**src/rtl/rx_polarity_pkg.sv**
```systemverilog
package rx_polarity_pkg;
  localparam int POL_W = 1;
  localparam logic [POL_W-1:0] POL_NORMAL = '0;

  typedef enum logic [1:0] {
    ST_WAIT      = 2'd0,
    ST_TENTATIVE = 2'd1,
    ST_LOCKED    = 2'd2
  } polState_t;

  typedef struct packed {
    logic loadPol;
    logic clearPol;
  } polStrobe_t;
endpackage

```
**src/rtl/rx_polarity_ctl.sv**
```systemverilog
module rx_polarity_ctl
  import rx_polarity_pkg::*;
(
  input  logic       clk,
  input  logic       srst,
  input  logic       pktEnd,
  input  logic       etdValid,
  input  logic       etdReversed,
  input  logic       linkFail,
  input  logic       polCur,
  output polStrobe_t ctl
);
  polState_t state, stateNext;
  logic goodPkt;

  assign goodPkt = pktEnd && etdValid && !linkFail;

  always_comb begin
    stateNext    = state;
    ctl.loadPol  = 1'b0;
    ctl.clearPol = srst;
    if (linkFail) begin
      stateNext = ST_WAIT;
    end else if (goodPkt) begin
      case (state)
        ST_WAIT: begin
          ctl.loadPol = 1'b1;
          stateNext   = ST_TENTATIVE;
        end
        ST_TENTATIVE: begin
          if (etdReversed == polCur) stateNext = ST_LOCKED;
          else ctl.loadPol = 1'b1;
        end
        default: stateNext = state;
      endcase
    end
  end

  always_ff @(posedge clk) begin
    if (srst) state <= ST_WAIT;
    else      state <= stateNext;
  end

  // a locked decision holds until link fail
  a_r4_lock_holds: assert property (@(posedge clk) disable iff (srst)
    (state == ST_LOCKED && !linkFail) |=> (state == ST_LOCKED));

  // no polarity load is issued while locked
  a_r4_no_load_locked: assert property (@(posedge clk) disable iff (srst)
    (state == ST_LOCKED) |-> !ctl.loadPol);

  // link fail always re-arms
  a_r7_linkfail_rearm: assert property (@(posedge clk) disable iff (srst)
    linkFail |=> (state == ST_WAIT));

  // first valid delimiter after arming sets the polarity
  a_r2_first_adopt: assert property (@(posedge clk) disable iff (srst)
    (state == ST_WAIT && goodPkt) |=> (polCur == $past(etdReversed)));
endmodule

```
**src/rtl/rx_polarity_dp.sv**
```systemverilog
module rx_polarity_dp
  import rx_polarity_pkg::*;
(
  input  logic       clk,
  input  logic       srst,
  input  polStrobe_t ctl,
  input  logic       etdReversed,
  input  logic       corrDisable,
  output logic       polCur,
  output logic       rxInvert,
  output logic       revPolStatus,
  output logic       polOkN
);
  logic polReg;

  always_ff @(posedge clk) begin
    if (ctl.clearPol)     polReg <= POL_NORMAL;
    else if (ctl.loadPol) polReg <= etdReversed;
  end

  assign polCur       = polReg;
  assign revPolStatus = polReg;
  assign polOkN       = polReg;
  assign rxInvert     = polReg && !corrDisable;

  // polarity only moves on a strobe from control
  a_r5_hold_without_load: assert property (@(posedge clk) disable iff (srst)
    (!ctl.loadPol && !ctl.clearPol) |=> $stable(revPolStatus));
endmodule

```
**src/rtl/rx_polarity_ctrl.sv**
```systemverilog
module rx_polarity_ctrl
  import rx_polarity_pkg::*;
(
  input  logic clk,
  input  logic srst,
  input  logic pktEnd,
  input  logic etdValid,
  input  logic etdReversed,
  input  logic linkFail,
  input  logic corrDisable,
  output logic rxInvert,
  output logic revPolStatus,
  output logic polOkN
);
  polStrobe_t ctl;
  logic polCur;

  rx_polarity_ctl u_ctl (
    .clk(clk), .srst(srst), .pktEnd(pktEnd), .etdValid(etdValid),
    .etdReversed(etdReversed), .linkFail(linkFail), .polCur(polCur), .ctl(ctl)
  );

  rx_polarity_dp u_dp (
    .clk(clk), .srst(srst), .ctl(ctl), .etdReversed(etdReversed),
    .corrDisable(corrDisable), .polCur(polCur), .rxInvert(rxInvert),
    .revPolStatus(revPolStatus), .polOkN(polOkN)
  );
endmodule

```
**config.mk**
```make
export PLATFORM = sky130hd
export DESIGN_NAME = rx_polarity_ctrl
export DESIGN_NICKNAME = d
export VERILOG_FILES = /design/src/rtl/rx_polarity_pkg.sv /design/src/rtl/rx_polarity_ctl.sv /design/src/rtl/rx_polarity_dp.sv /design/src/rtl/rx_polarity_ctrl.sv
export SDC_FILE = /design/constraint.sdc
export NUM_CORES = 1
export LEC_CHECK = 0
export BUFFER_PORTS_ARGS = -buffer_cell sky130_fd_sc_hd__clkbuf_2
export CORE_AREA = 2 2 39 41
export DETAILED_ROUTE_END_ITERATION = 8
export DIE_AREA = 0 0 41 43
export HOLD_SLACK_MARGIN = 0.15
export MAX_ROUTING_LAYER = met4
export PLACE_DENSITY_LB_ADDON = 0.25
export SLEW_MARGIN = 0
export SYNTH_ARGS = -nofsm -noshare
export SYNTH_HDL_FRONTEND = slang
export SYNTH_SLANG_ARGS = --single-unit
```
**constraint.sdc**
```tcl
create_clock -name clk -period 1.2 [get_ports clk]
set_input_delay 0.3 -clock clk [delete_from_list [all_inputs] [get_ports clk]]
set_output_delay 0.3 -clock clk [all_outputs]
set_load 0.01 [all_outputs]
```
# After elaboration in Yosys (flattened, before gate mapping)
# Index checks and enable logic that the tools add are counted.
[classes]
eq_ne = 3
reduce_logical = 9
mux = 6
[op_table]
columns = ["cell", "count"]
rows = [
  ["case mux 2 bit (2 select lines)", 1],
  ["logical AND 1 bit", 3],
  ["2-to-1 mux 1 bit", 3],
  ["AND reduction 3 bit", 1],
  ["== test 2 x 1 -> 1 bit (second input constant)", 1],
  ["logical NOT 1 bit", 2],
  ["logical NOT 2 bit", 1],
  ["2-to-1 mux 2 bit", 1],
  ["inequality test 2 x 1 -> 1 bit (second input constant)", 1],
  ["case mux 1 bit (2 select lines)", 1],
  ["nonzero test 2 bit", 1],
  ["OR reduction 2 bit", 1],
  ["== test 1 bit", 1],
]
[word_totals]
ff_bits = 3
word_cells = 20

# Longest topological paths before layout
[depth]
depth_word = 5
ltp_mapped = 3
depth_no_buf = 3

# Hierarchy
# Synthesis repeated with hierarchy kept, for this count alone.
[unflattened]
cells_unflattened = 17
area_unflattened_um2 = 160.2
[by_module_without_submodules]
columns = ["module", "area_per_inst_um2", "n_inst", "cells_per_inst"]
rows = [
  ["rx_polarity_ctl", 105.1, 1, 11],
  ["rx_polarity_dp", 55.1, 1, 6],
]

# Least setup slack after synthesis
# No wires, ideal clock.
[synth_timing]
path_type = "in2reg"
startpoint = "input port linkFail"
endpoint = "register u_ctl.state[1]"
required_ns = 1.085
setup_time_ns = 0.115
path_stages = 3
path_buffers = 0
arrival_time_ns = 0.839
slack_ns = 0.246
path_cell_list = "and4bb_1 -> and3_1 -> o21a_1"
[synth_between]
elab_chain_cells = 3
[synth_rtl]
columns = ["element", "line_no", "source"]
rows = [
  ["start: declaration", "rx_polarity_ctrl.sv:9", "input logic linkFail,"],
  ["logical NOT 1 bit", "rx_polarity_ctl.sv:16", "assign goodPkt = pktEnd && etdValid && !linkFail;"],
  ["logical AND 1 bit", "rx_polarity_ctl.sv:16", ""],
  ["AND reduction 3 bit (no source line)", "-", ""],
  ["end signal: assignment", "rx_polarity_ctl.sv:41", "else state <= stateNext;"],
  ["end: declaration", "rx_polarity_ctl.sv:13", "polState_t state, stateNext;"],
]
# Parallel ways exist; a longest one is shown, timed or not.
# A chain may end at the register's enable or synchronous reset.

# Final worst setup path
[layout_timing]
startpoint = "register u_dp.polReg, in the netlist u_dp.polCur"
endpoint = "output port rxInvert"
[layout_between]
elab_chain_cells = 1
[layout_rtl]
columns = ["element", "line_no", "source"]
rows = [
  ["start: declaration", "rx_polarity_dp.sv:14", "logic polReg;"],
  ["start signal: assignment", "rx_polarity_dp.sv:18", "else if (ctl.loadPol) polReg <= etdReversed;"],
  ["logical AND 1 bit", "rx_polarity_dp.sv:24", "assign rxInvert = polReg && !corrDisable;"],
  ["end: declaration", "rx_polarity_ctrl.sv:11", "output logic rxInvert,"],
]
# Every way passes these cells.

==> load_flow_metrics.sql <==
INSERT INTO impl_metrics (metric_group, metric, value, unit) VALUES
('synth', 'area_fraction_in_compound_gates_after_synthesis', '0.0926', ''),
('synth', 'synth-warning-count', '0', ''),
('synth', 'mappedNetlistNets', '21', ''),
('sta', 'post-route-worst-setup-slack', '0.0713', 'ns'),
('sta', 'setup_viol', '0', ''),
('sta', 'post-route-min-period', '1.13', 'ns'),
('clock_network', 'worst_skew_late_latency', '0.23', 'ns'),
('synth', 'mappedNetlistArea', '135', 'um2'),
('run_status', 'run_status', 'finished clean', ''),
('grt', 'grt.total_usage', '0.0503', ''),
('clock_network', 'clk_pin_slew_worst_paths', '0.04', 'ns'),
('setup_path', 'cp_cell_instances', 'nor2b_1, buf_2', ''),
('floorplanning', 'dieArea', '1760', 'um2'),
('synth', 'dominant_combinational_cell_family_by_area_after_synthesis', 'simple AND/OR/NAND/NOR gates', ''),
('final_layout', 'layout.filler_cells', '156', ''),
('synth', 'simple_gate_share_of_the_synthesized_area', '0.269', ''),
('clock_network', 'postCtsSetupBuffers', '0', ''),
('sta', 'final_cycle_share', '0.941', ''),
('route', 'drc', '0', ''),
('route', 'detail_route.wirelength.met1', '111', 'um'),
('route', 'routed-wl-met3', '65', 'um'),
('setup_path', 'crit_type', 'register to output port', ''),
('final_layout', 'antenna_cells_inserted', '0', ''),
('synth', 'top_ff_cell_synth', 'sky130_fd_sc_hd__dfxtp_1', ''),
('sta', 'hold_violations', '0', ''),
('clock_network', 'hold_buffer_count_at_cts', '0', ''),
('placed_design', 'place.port_buffers', '9', ''),
('synth', 'post_synth_mux_area_share', '0.0741', ''),
('final_layout', 'final_net_count', '34', ''),
('synth', 'avgSynthCellArea', '9.65', 'um2'),
('synth', 'fraction_of_registers_with_async_set_or_reset_after_synthesis', '0', ''),
('clock_network', 'cts_root_buffer', 'sky130_fd_sc_hd__clkbuf_4', ''),
('grt', 'grt_max_degree', '6', ''),
('final_layout', 'multi_input_area', '67.6', 'um2'),
('grt', 'globalRouteOverflowTotal', '0', ''),
('synth', 'synth.lib_cells_used.distinct', '10', ''),
('setup_path', 'startpoint_type', 'register', ''),
('setup_path', 'crit_path_required_time', '0.90', 'ns'),
('route', 'routedWlPerCell', '7.14', 'um'),
('synth', 'synth_xor_xnor_area_share', '0.0648', ''),
('route', 'dr.pass1.iters', '1', ''),
('sta', 'clock.fmax', '886', 'MHz'),
('setup_path', 'critical_path.slowest_cell', 'sky130_fd_sc_hd__dfxtp_4', ''),
('grt', 'grt_pass1_wl', '455', 'um'),
('sta', 'rsz0062_at_grt', 'false', ''),
('sta', 'fin_setup_tns', '0', 'ns'),
('floorplanning', 'chipWidth', '41', 'um'),
('hold_path', 'min-delay-path-class', 'primary input to register', ''),
('clock_network', 'number_of_buffers_added_by_the_clock_tree_synthesis_step', '3', ''),
('synth', 'yosys.area_share.adder', '0', ''),
('floorplanning', 'ports', '10', ''),
('route', 'routed_wirelength', '300', 'um'),
('floorplanning', 'core_area', '1380', 'um2'),
('synth', 'synth_top_cells_by_area', 'sky130_fd_sc_hd__dfxtp_1 (44%), sky130_fd_sc_hd__and4bb_1 (9.3%), sky130_fd_sc_hd__nor2_1 (8.3%)', ''),
('clock_network', 'clock_tree_from_tritoncts', 'built', ''),
('placed_design', 'preCtsSetupSlack', '0.113', 'ns'),
('synth', 'post_synth_most_frequent_cells', 'sky130_fd_sc_hd__dfxtp_1 (3), sky130_fd_sc_hd__nor2_1 (3)', ''),
('setup_path', 'cp_max_fanout', '5', ''),
('synth', 'ys_ff_latch', '3', ''),
('power', 'p_leak', '0.109', 'nW'),
('synth', 'synth_top_cell_by_area', 'sky130_fd_sc_hd__dfxtp_1', ''),
('final_layout', 'synthToLayoutAreaGrowth', '64.8', '%'),
('setup_path', 'endpoint_kind_of_the_worst_setup_timing_path', 'output port', ''),
('setup_path', 'crit_arrival', '0.83', 'ns'),
('synth', 'netlist_instances', '14', ''),
('sta', 'max_slew.worst_pin.slew', '0.122', 'ns'),
('synth', 'synth_seq_area_share', '0.444', ''),
('floorplanning', 'initial_utilization', '0.0976', ''),
('route', 'drt_first_iter_violations', '0', ''),
('sta', 'relSlewSlack', '0.917', ''),
('route', 'route.detailed.vias_per_inst', '3.24', '');
cell usage in the layout (no fill, tap or decap), drive strengths merged:
cell	count
buf	1
clkbuf	12
o21a	1
dfxtp	3
mux2i	1
and4bb	1
nor2	3
o21ai	1
nor2b	1
and3	1
xnor2	1
path summary, 6_finish.rpt:
path / start / to / slack, ns / cells after the start
worst min-delay path: srst / u_dp.polCur / 0.24 / 2
worst max register to register: u_ctl.state[1] / u_ctl.state[1] / 0.21 / 3
worst min register to register: u_ctl.state[1] / u_ctl.state[1] / 0.46 / 1
worst max-delay path: u_dp.polCur / rxInvert / 0.07 / 2
metal layers:
metal,track usage,vias up
met5,-,-
met4,0.100,0
met3,0.0314,0
met2,0.0531,10
met1,0.0350,54
li1,-,72
metrics by stage:
step           area (um2)  instances  total power [W]   util
6_report              223         42         0.000301  0.161
3_5_place_dp          193         38         0.000129  0.139
2_1_floorplan         135         14         0.000117      -
5_1_grt               223         42         0.000320  0.161
4_1_cts               220         42         0.000317  0.159
3_3_place_gp          193         38         0.000129  0.139
repair_timing:
| item | CTS | global route |
|---|---|---|
| gates resized for setup | 1 | 2 |
| pin swaps | 0 | 0 |
| endpoints found under the setup margin | 1 | 1 |
state kept, by name, indices dropped and copies added (netlist names):
signal and cells:
u_ctl.state 2, u_dp.polCur 1
critical path, delay by kind of cell (launching register included):
| family | cells | cell delay [ns] |
|---|---|---|
| buffers and inverters | 1 | 0.13 |
| DFF | 1 | 0.35 |
| and+or+nand+nor | 1 | 0.11 |
kinds of logic after synthesis:
kind of cell | count (synthesis)
flops | 3
simple gates | 6
compound gates | 2
xor+xnor | 1
buf+inv | 1
mux | 1
layout make-up:
class / instances / share of cell area
repair buffers: 9 / 0.202
multi-input cells: 10 / 0.303
clock buffers: 4 / 0.118
flip-flops and latches: 3 / 0.287
well taps: 16 / 0.0899
report_power, final:
part / leakage [nW] / internal, W / switching, W / total (W)
Combinational: 0.0686 / 0.0000142 / 0.00000982 / 0.0000240
Clock: 0.0150 / 0.000124 / 0.0000496 / 0.000174
Sequential: 0.0250 / 0.000101 / 0.00000161 / 0.000103
Total: 0.109 / 0.000240 / 0.0000610 / 0.000301
(Power assumes the default switching activity.)
